### src/rtl/i2c_tgt_pkg.sv
package i2c_tgt_pkg;
  localparam int BYTE_W   = 8;
  localparam int SLOTS    = BYTE_W + 1;
  localparam int CNT_W    = $clog2(SLOTS);

  typedef enum logic [1:0] {
    PH_IDLE = 2'd0,
    PH_ADDR = 2'd1,
    PH_WR   = 2'd2,
    PH_RD   = 2'd3
  } phase_t;
endpackage

### src/rtl/i2c_tgt_sync.sv
module i2c_tgt_sync #(
  parameter int             W       = 2,
  parameter int             STAGES  = 2,
  parameter logic [W-1:0]   RST_VAL = '1
) (
  input  logic         clk,
  input  logic         rst,
  input  logic [W-1:0] d,
  output logic [W-1:0] q
);
  logic [W-1:0] chain [STAGES];

  genvar g;
  generate
    for (g = 0; g < STAGES; g++) begin : g_stage
      always_ff @(posedge clk) begin
        if (rst) chain[g] <= RST_VAL;
        else if (g == 0) chain[g] <= d;
        else chain[g] <= chain[(g == 0) ? 0 : g - 1];
      end
    end
  endgenerate

  assign q = chain[STAGES-1];
endmodule

### src/rtl/i2c_tgt_cond.sv
module i2c_tgt_cond (
  input  logic clk,
  input  logic rst,
  input  logic scl,
  input  logic sda,
  output logic rise,
  output logic fall,
  output logic start,
  output logic stop
);
  logic scl_p, sda_p;

  always_ff @(posedge clk) begin
    if (rst) begin
      scl_p <= 1'b1;
      sda_p <= 1'b1;
    end else begin
      scl_p <= scl;
      sda_p <= sda;
    end
  end

  assign rise  = scl & ~scl_p;
  assign fall  = ~scl & scl_p;
  assign start = scl & scl_p & sda_p & ~sda;
  assign stop  = scl & scl_p & ~sda_p & sda;
endmodule

### src/rtl/i2c_tgt_match.sv
module i2c_tgt_match #(
  parameter int BYTE_W = 8
) (
  input  logic [BYTE_W-1:0] own,
  input  logic [BYTE_W-1:0] rx,
  output logic              hit,
  output logic              is_hdr10
);
  logic gc_hit, ad_hit, hdr_mode;

  always_comb begin
    gc_hit   = own[0] && (rx == '0);
    ad_hit   = (own[BYTE_W-1:1] != '0) && (rx[BYTE_W-1:1] == own[BYTE_W-1:1]);
    hdr_mode = (own[BYTE_W-1:BYTE_W-5] == 5'b11110);
    hit      = gc_hit | ad_hit;
    is_hdr10 = ad_hit & hdr_mode;
  end
endmodule

### src/rtl/i2c_tgt_front.sv
module i2c_tgt_front
  import i2c_tgt_pkg::*;
#(
  parameter int          SYNC_STAGES = 2,
  parameter logic [7:0]  ADDR_RST    = 8'h00
) (
  input  logic       clk,
  input  logic       rst,
  input  logic       scl_in,
  input  logic       sda_in,
  output logic       scl_drive_low,
  output logic       sda_drive_low,
  input  logic       own_addr_we,
  input  logic [7:0] own_addr_wdata,
  output logic [7:0] own_addr,
  input  logic [7:0] tx_byte,
  input  logic       rsp_nack,
  input  logic       as_flag_clr,
  input  logic       data_flag_clr,
  input  logic       coll_clr,
  input  logic       berr_clr,
  output logic       as_flag,
  output logic       as_cause,
  output logic       data_flag,
  output logic       clock_hold,
  output logic       dir,
  output logic       rx_ack,
  output logic       collision,
  output logic       bus_err,
  output logic       hdr10
);
  localparam logic [CNT_W-1:0] LAST_SLOT = CNT_W'(SLOTS - 1);
  localparam logic [CNT_W-1:0] LAST_BIT  = CNT_W'(BYTE_W - 1);
  localparam logic [2:0]       RD_TOP    = 3'(BYTE_W - 2);

  logic [1:0] sync_q;
  logic scl_s, sda_s;
  logic ev_rise, ev_fall, ev_start, ev_stop;

  i2c_tgt_sync #(.W(2), .STAGES(SYNC_STAGES), .RST_VAL(2'b11)) u_sync (
    .clk(clk), .rst(rst), .d({scl_in, sda_in}), .q(sync_q)
  );
  assign scl_s = sync_q[1];
  assign sda_s = sync_q[0];

  i2c_tgt_cond u_cond (
    .clk(clk), .rst(rst), .scl(scl_s), .sda(sda_s),
    .rise(ev_rise), .fall(ev_fall), .start(ev_start), .stop(ev_stop)
  );

  // bus-side state
  phase_t             phase;
  logic [CNT_W-1:0]   bitpos;
  logic               pend, samp;
  logic [BYTE_W-1:0]  shreg, rx_next;
  logic               drv, rel1, lock, arm;
  logic               in_xfer, addressed;
  logic               hit, hit10;
  logic [2:0]         rd_idx;

  assign rx_next = {shreg[BYTE_W-2:0], samp};
  assign rd_idx  = RD_TOP - bitpos[2:0];

  i2c_tgt_match #(.BYTE_W(BYTE_W)) u_match (
    .own(own_addr), .rx(rx_next), .hit(hit), .is_hdr10(hit10)
  );

  always_ff @(posedge clk) begin
    if (rst) begin
      own_addr  <= ADDR_RST;
      phase     <= PH_IDLE;
      bitpos    <= '0;
      pend      <= 1'b0;
      samp      <= 1'b1;
      shreg     <= '0;
      drv       <= 1'b0;
      rel1      <= 1'b0;
      lock      <= 1'b0;
      arm       <= 1'b0;
      in_xfer   <= 1'b0;
      addressed <= 1'b0;
      as_flag   <= 1'b0;
      as_cause  <= 1'b0;
      data_flag <= 1'b0;
      dir       <= 1'b0;
      rx_ack    <= 1'b0;
      collision <= 1'b0;
      bus_err   <= 1'b0;
      hdr10     <= 1'b0;
    end else begin
      if (own_addr_we) own_addr <= own_addr_wdata;
      if (as_flag_clr) as_flag <= 1'b0;
      if (coll_clr)    collision <= 1'b0;
      if (berr_clr)    bus_err <= 1'b0;

      // software response releases the stalled bus action
      if (data_flag_clr) begin
        data_flag <= 1'b0;
        if (arm) begin
          arm <= 1'b0;
          if (phase == PH_RD) begin
            drv  <= ~tx_byte[BYTE_W-1] & ~lock;
            rel1 <=  tx_byte[BYTE_W-1] & ~lock;
          end else begin
            drv  <= ~rsp_nack & ~lock;
            rel1 <=  rsp_nack & ~lock;
          end
        end
      end

      // sample on SCL rising edge; released-high check
      if (ev_rise) begin
        pend <= 1'b1;
        samp <= sda_s;
        if (rel1 && !sda_s) begin
          collision <= 1'b1;
          lock      <= 1'b1;
          drv       <= 1'b0;
          rel1      <= 1'b0;
        end
      end

      // a clock pulse completes on the falling edge
      if (ev_fall && pend) begin
        pend   <= 1'b0;
        bitpos <= (bitpos == LAST_SLOT) ? '0 : bitpos + 1'b1;
        unique case (phase)
          PH_ADDR: begin
            if (bitpos != LAST_SLOT) shreg <= rx_next;
            if (bitpos == LAST_BIT) begin
              if (hit) begin
                as_flag   <= 1'b1;
                as_cause  <= 1'b1;
                dir       <= rx_next[0];
                hdr10     <= hit10;
                addressed <= 1'b1;
                drv       <= ~lock;
                rel1      <= 1'b0;
              end else begin
                phase <= PH_IDLE;
              end
            end else if (bitpos == LAST_SLOT) begin
              drv <= 1'b0;
              if (dir) begin
                phase     <= PH_RD;
                data_flag <= 1'b1;
                arm       <= 1'b1;
              end else begin
                phase <= PH_WR;
              end
            end
          end
          PH_WR: begin
            if (bitpos == LAST_BIT) begin
              data_flag <= 1'b1;
              arm       <= 1'b1;
            end else if (bitpos == LAST_SLOT) begin
              drv  <= 1'b0;
              rel1 <= 1'b0;
            end
          end
          PH_RD: begin
            if (bitpos < LAST_BIT) begin
              drv  <= ~tx_byte[rd_idx] & ~lock;
              rel1 <=  tx_byte[rd_idx] & ~lock;
            end else if (bitpos == LAST_BIT) begin
              drv  <= 1'b0;
              rel1 <= 1'b0;
            end else begin
              rx_ack <= samp;
              if (samp) begin
                phase <= PH_IDLE;
              end else begin
                data_flag <= 1'b1;
                arm       <= 1'b1;
              end
            end
          end
          default: ;
        endcase
      end

      if (ev_start) begin
        if (in_xfer && bitpos != '0) bus_err <= 1'b1;
        in_xfer   <= 1'b1;
        bitpos    <= '0;
        pend      <= 1'b0;
        phase     <= PH_ADDR;
        collision <= 1'b0;
        lock      <= 1'b0;
        drv       <= 1'b0;
        rel1      <= 1'b0;
        arm       <= 1'b0;
        addressed <= 1'b0;
      end

      if (ev_stop) begin
        if (in_xfer && bitpos != '0) bus_err <= 1'b1;
        in_xfer   <= 1'b0;
        bitpos    <= '0;
        pend      <= 1'b0;
        phase     <= PH_IDLE;
        drv       <= 1'b0;
        rel1      <= 1'b0;
        arm       <= 1'b0;
        addressed <= 1'b0;
        if (addressed) begin
          as_flag  <= 1'b1;
          as_cause <= 1'b0;
        end
      end
    end
  end

  assign sda_drive_low = drv;
  assign scl_drive_low = data_flag | (as_flag & as_cause);
  assign clock_hold    = scl_drive_low;
endmodule

### config.mk
export PLATFORM = sky130hd
export DESIGN_NAME = i2c_tgt_front
export DESIGN_NICKNAME = d
export VERILOG_FILES = /design/src/rtl/i2c_tgt_pkg.sv /design/src/rtl/i2c_tgt_sync.sv /design/src/rtl/i2c_tgt_cond.sv /design/src/rtl/i2c_tgt_match.sv /design/src/rtl/i2c_tgt_front.sv
export SDC_FILE = /design/constraint.sdc
export NUM_CORES = 1
export LEC_CHECK = 0
export BUFFER_PORTS_ARGS = -buffer_cell sky130_fd_sc_hd__buf_2
export CORE_ASPECT_RATIO = 1.25
export CORE_MARGIN = 1
export CORE_UTILIZATION = 35
export CTS_CLUSTER_DIAMETER = 50
export DETAILED_ROUTE_END_ITERATION = 7
export SYNTH_ARGS = -nofsm -noshare
export SYNTH_HDL_FRONTEND = slang
export SYNTH_SLANG_ARGS = --single-unit
export TNS_END_PERCENT = 10
### constraint.sdc
create_clock -name clk -period 2.35 [get_ports clk]
set_input_delay 0.235 -clock clk [delete_from_list [all_inputs] [get_ports clk]]
set_output_delay 0.235 -clock clk [all_outputs]
set_load 0.005 [all_outputs]
==> results of run 1 <==
[final cells by class]
type | instances | area (µm²) | share of cell area, %
Clock inverter | 2 | 35.0 | 1.40
Inverter | 11 | 41.3 | 1.65
Clock buffer | 6 | 82.6 | 3.31
Multi-Input combinational cell | 173 | 1140 | 45.5
Sequential cell | 43 | 861 | 34.5
Timing Repair Buffer | 49 | 258 | 10.3
Tap cell | 66 | 82.6 | 3.31
[final timing paths]
| check | start | to | slack (ps) | cells past startpoint |
|---|---|---|---|---|
| setup / recovery | bitpos[0] | hdr10 | 280 | 5 |
| setup reg to reg | bitpos[0] | hdr10 | 280 | 5 |
| hold reg to reg | u_sync.chain[0][0] | u_sync.chain[1][0] | 410 | 1 |
| hold / removal | scl_in | u_sync.chain[0][1] | 110 | 2 |
[registers in the layout, summed over array words and instances (netlist names)]
name and cells:
own_addr 8, shreg 7, bitpos 4, u_sync.chain 4, phase 2, addressed 1
arm 1, as_cause 1, as_flag 1, bus_err 1, collision 1, data_flag 1
dir 1, hdr10 1, in_xfer 1, lock 1, pend 1, rel1 1
rx_ack 1, samp 1, sda_drive_low 1, u_cond.scl_p 1, u_cond.sda_p 1
[power breakdown]
part / internal [mW] / switching (mW) / total (mW) / leakage (nW)
Clock: 0.344 / 0.262 / 0.606 / 0.0612
Sequential: 0.743 / 0.0196 / 0.762 / 0.349
Combinational: 0.0541 / 0.0548 / 0.109 / 0.719
[through the flow]
step,hold slack [ps],utilization (%),power (mW)
6_report,109,43.2,1.48
5_1_grt,112,43.2,1.54
4_1_cts,106,43.2,1.49
3_5_place_dp,397,41.2,0.889
3_3_place_gp,393,41.2,0.887
2_1_floorplan,339,-,0.842
[worst max-delay path, cell delays in order, from the launching register on]
cell      delay [ps]
dfxtp_1          450
ha_1             270
nand3b_1         210
or4_1            670
nor4_2           290
a31o_1           120
[kinds of logic after synthesis]
group | Yosys count | synth area share, %
buffers and inverters | 24 | 4.60
AOI/OAI and AO/OA | 51 | 15.4
DFF | 43 | 41.1
adders and majority gates | 2 | 1.19
xor gates and xnor gates | 11 | 4.60
and+or+nand+nor | 86 | 21.0
muxes | 23 | 12.2
[placed cells by master, fill, tap and decap left out, drive strengths merged, types with 2 or more instances in the layout]
cell    instances
a21o            2
nor2           33
a211o           3
nand3           7
ha              2
o31ai           2
xnor2           4
dfxtp          43
o21ai          12
xor2            7
inv            11
nand3b          6
o32ai           2
nor3            3
or2             5
nand2b          6
nor4            5
a211oi          3
nor2b           3
mux2i          21
buf            49
nand2          13
clkbuf          6
a21oi          17
mux4            2
a31oi           2
[per-layer routing]
metal | vias up | share of wire (%) | global-route usage (%)
met5 | - | 0 | 0
met2 | 51 | 48 | 29.4
li1 | 927 | - | -
met1 | 830 | 46 | 20.1
met4 | 0 | 1.8 | 6.18
met3 | 7 | 4.4 | 4.10
==> metrics.md, run 1 <==
| Metric | Value |
|---|---|
| Die area | about 0.0063 mm² |
| Final-report hold violation count | 0 |
| Post-CTS Setup Bufs | 0 |
| Count leader, synth | dfxtp_1 |
| Actual slew at the worst max-slew pin | 513 ps |
| Status | complete, but fails checks |
| Fillers | approximately 590 |
| WL final | between 4000 and 5000 µm |
| GRT Util Overall | roughly 17% |
| Share of cells above drive strength 1 | 23.2% |
| Initial antenna violation count | 0 |
| Initial Util | ~36% |
| PortBufs | 44 |
| Cell Pwr Density | 591 mW/mm² |
| Max VDD drop | 376 µV |
| Req. time, crit path | between 2000 and 3000 ps |
| Post-synthesis sequential area ratio | 41.1% |
| Net Count, Synth | between 200 and 300 |
| CP Class | flop to flop |
| Root Buffer | clkbuf_8 |
| Mapped Avg Cell Area | 8.73 µm² |
| Synth area leaders | dfxtp_1 (41%), mux2i_1 (10%), nor2_1 (5.9%) |
| Final HPWL DP | approximately 3600 µm |
| Tcrit/Tclk final | 87.9% |
| Slew Limit Fails | 0 |
| Drt via density | 5.19 |
| Sink Count | 43 |
| Synth cell types | 43 |
| Setup tns final | 0 ps |
| Die width | approximately 71 µm |
| Finished Cell Area | around 0.0025 mm² |
| WP data arrival | 2320 ps |
| # diodes | 0 |
| Post-DRT Antenna Nets | 0 |
| Via count | 1815 |
| Post-DP Area | ~0.0024 mm² |
| Area leader, netlist | dfxtp_1 |
| Unrepaired setup endpoints after global routing | false |
| Number of synthesis warnings | 0 |
| CP endpoint kind | flop |
| Post-synth design cell area | between 0.002 and 0.0025 mm² |
| Crit path max fanout | 6 |
| CTS-repair resized insts | 0 |
| Hold Buf Count CTS | 0 |
| Aggregate global routing overflow | 0 |
| Slew headroom | around two thirds |
| Yosys top cell area share | 41.1% |
| TritonCTS clock tree | done |
| Top FF cell, synth | dfxtp_1 |
| Fmax | 0.484 GHz |
| Cts bufs inserted | 5 |
| Fin crit period | 2070 ps |
| Hold Crit Class | primary input to flop |
| Pre-antenna DRT Iters | 6 |
| DR iter-0 viols | between 60 and 70 |
| Number of global-route vias before repair | ~1700 |
| Max_cap viols | 0 |
| Worst Slack Setup Final | between 200 and 300 ps |
| Crit start category | flop |
| GP Congestion | between 0.8 and 0.9 |
| Drt drc | 2 |
| Failing checks | DRC |
| Yosys reg bits | 43 |
| Gate Count Post-Synth | 240 |
| Die H | a little under 90 µm |
| Wirelength per Cell | roughly 14 µm |
| First-pass GRT wire length | about 8200 µm |
| Leak | between 1 and 1.5 nW |
| Clk slew on worst S/H paths | approximately 90 ps |
| CORE AREA | about 0.0058 mm² |
| Area Growth Syn to Fin | 19.2% |
| Asr flop ratio synth | 0% |
| Commonest cells in the synthesized netlist | dfxtp_1 (43), nor2_1 (33), mux2i_1 (21) |
| Final Non-Filler Cells | 350 |
| Worst-Skew Late Latency | around 300 ps |
| EDFF count, synth | 0 |
| Largest net degree at the start of global routing | 30 |
| H-Tree Depth | 2 |
| Clock Tree Buf Depth | 2 |
| Placed cell count | 342 |
| Pre-CTS WS | approximately 290 ps |
| Final setup fails | 0 |
| # rows | 31 |
| I/O pin cnt | 45 |
| Clock skew | approximately 10 ps |
| # nets final | 311 |
No activity file was read; power rests on OpenSTA's default activity.
==> inputs of run 2 (changes only) <==
--- a/config.mk
+++ b/config.mk
@@ -8,9 +8,10 @@
 export BUFFER_PORTS_ARGS = -buffer_cell sky130_fd_sc_hd__buf_2
 export CORE_ASPECT_RATIO = 1.25
 export CORE_MARGIN = 1
-export CORE_UTILIZATION = 35
+export CORE_UTILIZATION = 53
 export CTS_CLUSTER_DIAMETER = 50
 export DETAILED_ROUTE_END_ITERATION = 7
+export PLACE_DENSITY = 0.78
 export SYNTH_ARGS = -nofsm -noshare
 export SYNTH_HDL_FRONTEND = slang
 export SYNTH_SLANG_ARGS = --single-unit
==> constraint.sdc (replaced) <==
create_clock -name clk -period 2 [get_ports clk]
set_input_delay 0.2 -clock clk [delete_from_list [all_inputs] [get_ports clk]]
set_output_delay 0.2 -clock clk [all_outputs]
set_load 0.005 [all_outputs]
==> metrics.md, run 2 (same netlist as run 1, synthesis figures left out) <==
| Metric | Value |
|---|---|
| Slew headroom | about 73% |
| Final-report hold violation count | 0 |
| GR peak layer | met2 |
| WL final | approximately 5000 µm |
| Unrepaired setup endpoints after global routing | true |
| Max FFs per register | 8 |
| CP max-delay cell | or4_4 |
| Drt drc | 0 |
| Number of global-route vias before repair | around 1800 |
| Pre-antenna DRT Iters | 4 |
| Actual slew at the worst max-slew pin | between 300 and 400 ps |
| WP data arrival | approximately 2100 ps |
| Worst-Skew Late Latency | ~300 ps |
| Largest net degree at the start of global routing | 29 |
| TritonCTS clock tree | done |
| Leak | approximately 1.2 nW |
| Cts bufs inserted | 5 |
| Wirelength per Cell | between 10 and 15 µm |
| GP Congestion | 0.860 |
| Crit start category | flop |
| Hold Crit Class | primary input to flop |
| # diodes | 0 |
| Req. time, crit path | around 2200 ps |
| Post-DRT Antenna Nets | 0 |
| Most common library cell in the layout ignoring fill and taps | buf_2 |
| Core Util, Final | 69.0% |
| Setup tns final | 0 ps |
| Area Growth Syn to Fin | 24.7% |
| Final setup fails | 0 |
| Most frequent cells in the layout | buf_2 (44), dfxtp_1 (41), nor2_1 (33) |
| Biggest registers after layout | own_addr x8, shreg x7 |
| Fmax | approximately 0.51 GHz |
| Sink Count | 43 |
| Tcrit/Tclk final | 98.1% |
| CP Class | flop to flop |
| Clock skew | a little under 9 ps |
| Cell Pwr Density | roughly 700 mW/mm² |
| Pre-CTS WS | 54.6 ps |
| Via count | approximately 1900 |
| First-pass GRT wire length | ~8200 µm |
| Max_cap viols | 0 |
| Top reg by flops | own_addr |
| H-Tree Depth | 2 |
| Final HPWL DP | approximately 3800 µm |
| Fin crit period | between 1500 and 2000 ps |
| # nets final | 325 |
| Die H | approximately 72 µm |
| Aggregate global routing overflow | 0 |
| Max VDD drop | ~850 µV |
| Clk slew on worst S/H paths | around 80 ps |
| Die width | 58.2 µm |
| Routing usage on met1 | 29.0% |
| DR iter-0 viols | 84 |
| GRT Util Overall | between 20% and 30% |
| Initial Util | 55.3% |
| Root Buffer | clkbuf_8 |
| I/O pin cnt | 45 |
| Met3 GRT Util | just over 5% |
| Clock Tree Buf Depth | 2 |
| Final hold slack | ~77 ps |
| Crit path max fanout | 5 |
| Hold Buf Count CTS | 0 |
| # rows | 25 |
| Slew Limit Fails | 0 |
| Status | completed |
| CP max stage delay | 460 ps |
| CP endpoint kind | flop |
| Met2 Use GR | between 40% and 50% |
| Die area | approximately 0.0042 mm² |
| Worst Slack Setup Final | roughly 37 ps |
| CORE AREA | 0.00378 mm² |
| Cells along the critical path | xor2_1 > nor4_2 > a31oi_1 > or4_4 > buf_4 > mux2i_1 > nor2_1 |
| PortBufs | 44 |
| Drt via density | 5.51 |
| Share of cells above drive strength 1 | between 20% and 30% |
| Initial antenna violation count | 0 |
-- run 2: power by group --
| part | total, mW | switching, mW | internal (mW) |
|---|---|---|---|
| registers | 0.890 | 0.0171 | 0.873 |
| clock network | 0.790 | 0.291 | 0.499 |
| logic | 0.156 | 0.0777 | 0.0781 |
| total | 1.84 | 0.386 | 1.45 |
-- run 2: path summary, 6_finish.rpt --
path,startpoint,endpoint,slack (ps),cells after the start
max,own_addr[2],dir,40,7
min,scl_in,u_sync.chain[0][1],80,2
max reg2reg,own_addr[2],dir,40,7
min reg2reg,u_sync.chain[0][0],u_sync.chain[1][0],410,1
-- run 2: worst max-delay path, delay by kind of cell (launching register included) --
family / cells / cell delay [ps]
flops: 1 / 350
simple gates: 3 / 830
compound gates: 1 / 160
xor+xnor: 1 / 170
mux: 1 / 160
buf+inv: 1 / 170
-- run 2: area by class of cell --
type	instances	area, µm²
clock buffer	6	72.6
clock inverter	2	60.1
fill	304	1170
inverter	11	41.3
tap	54	67.6
sequential	43	863
multi-input combinational	173	1140
timing repair buffer	63	363
-- run 2: layer usage --
metal  vias to the layer above  wire (µm)
met5                         -          0
met4                         0        116
met3                         8        284
met2                        77       2610
met1                       895       2020
li1                        958          -
-- run 2: stage by stage --
step	cells	total power [mW]	instance area, µm²
after floorplan	240	0.989	2090
after global placement	343	1.06	2460
after detailed placement	343	1.06	2460
after CTS	351	1.85	2590
after global routing	352	1.89	2610
final	352	1.84	2610
-- run 2: what timing repair did --
item / CTS / global route
resized for setup: 0 / 4
setup endpoints to repair: 0 / 4
hold endpoints to repair: 0 / 0
setup buffers: 0 / 1
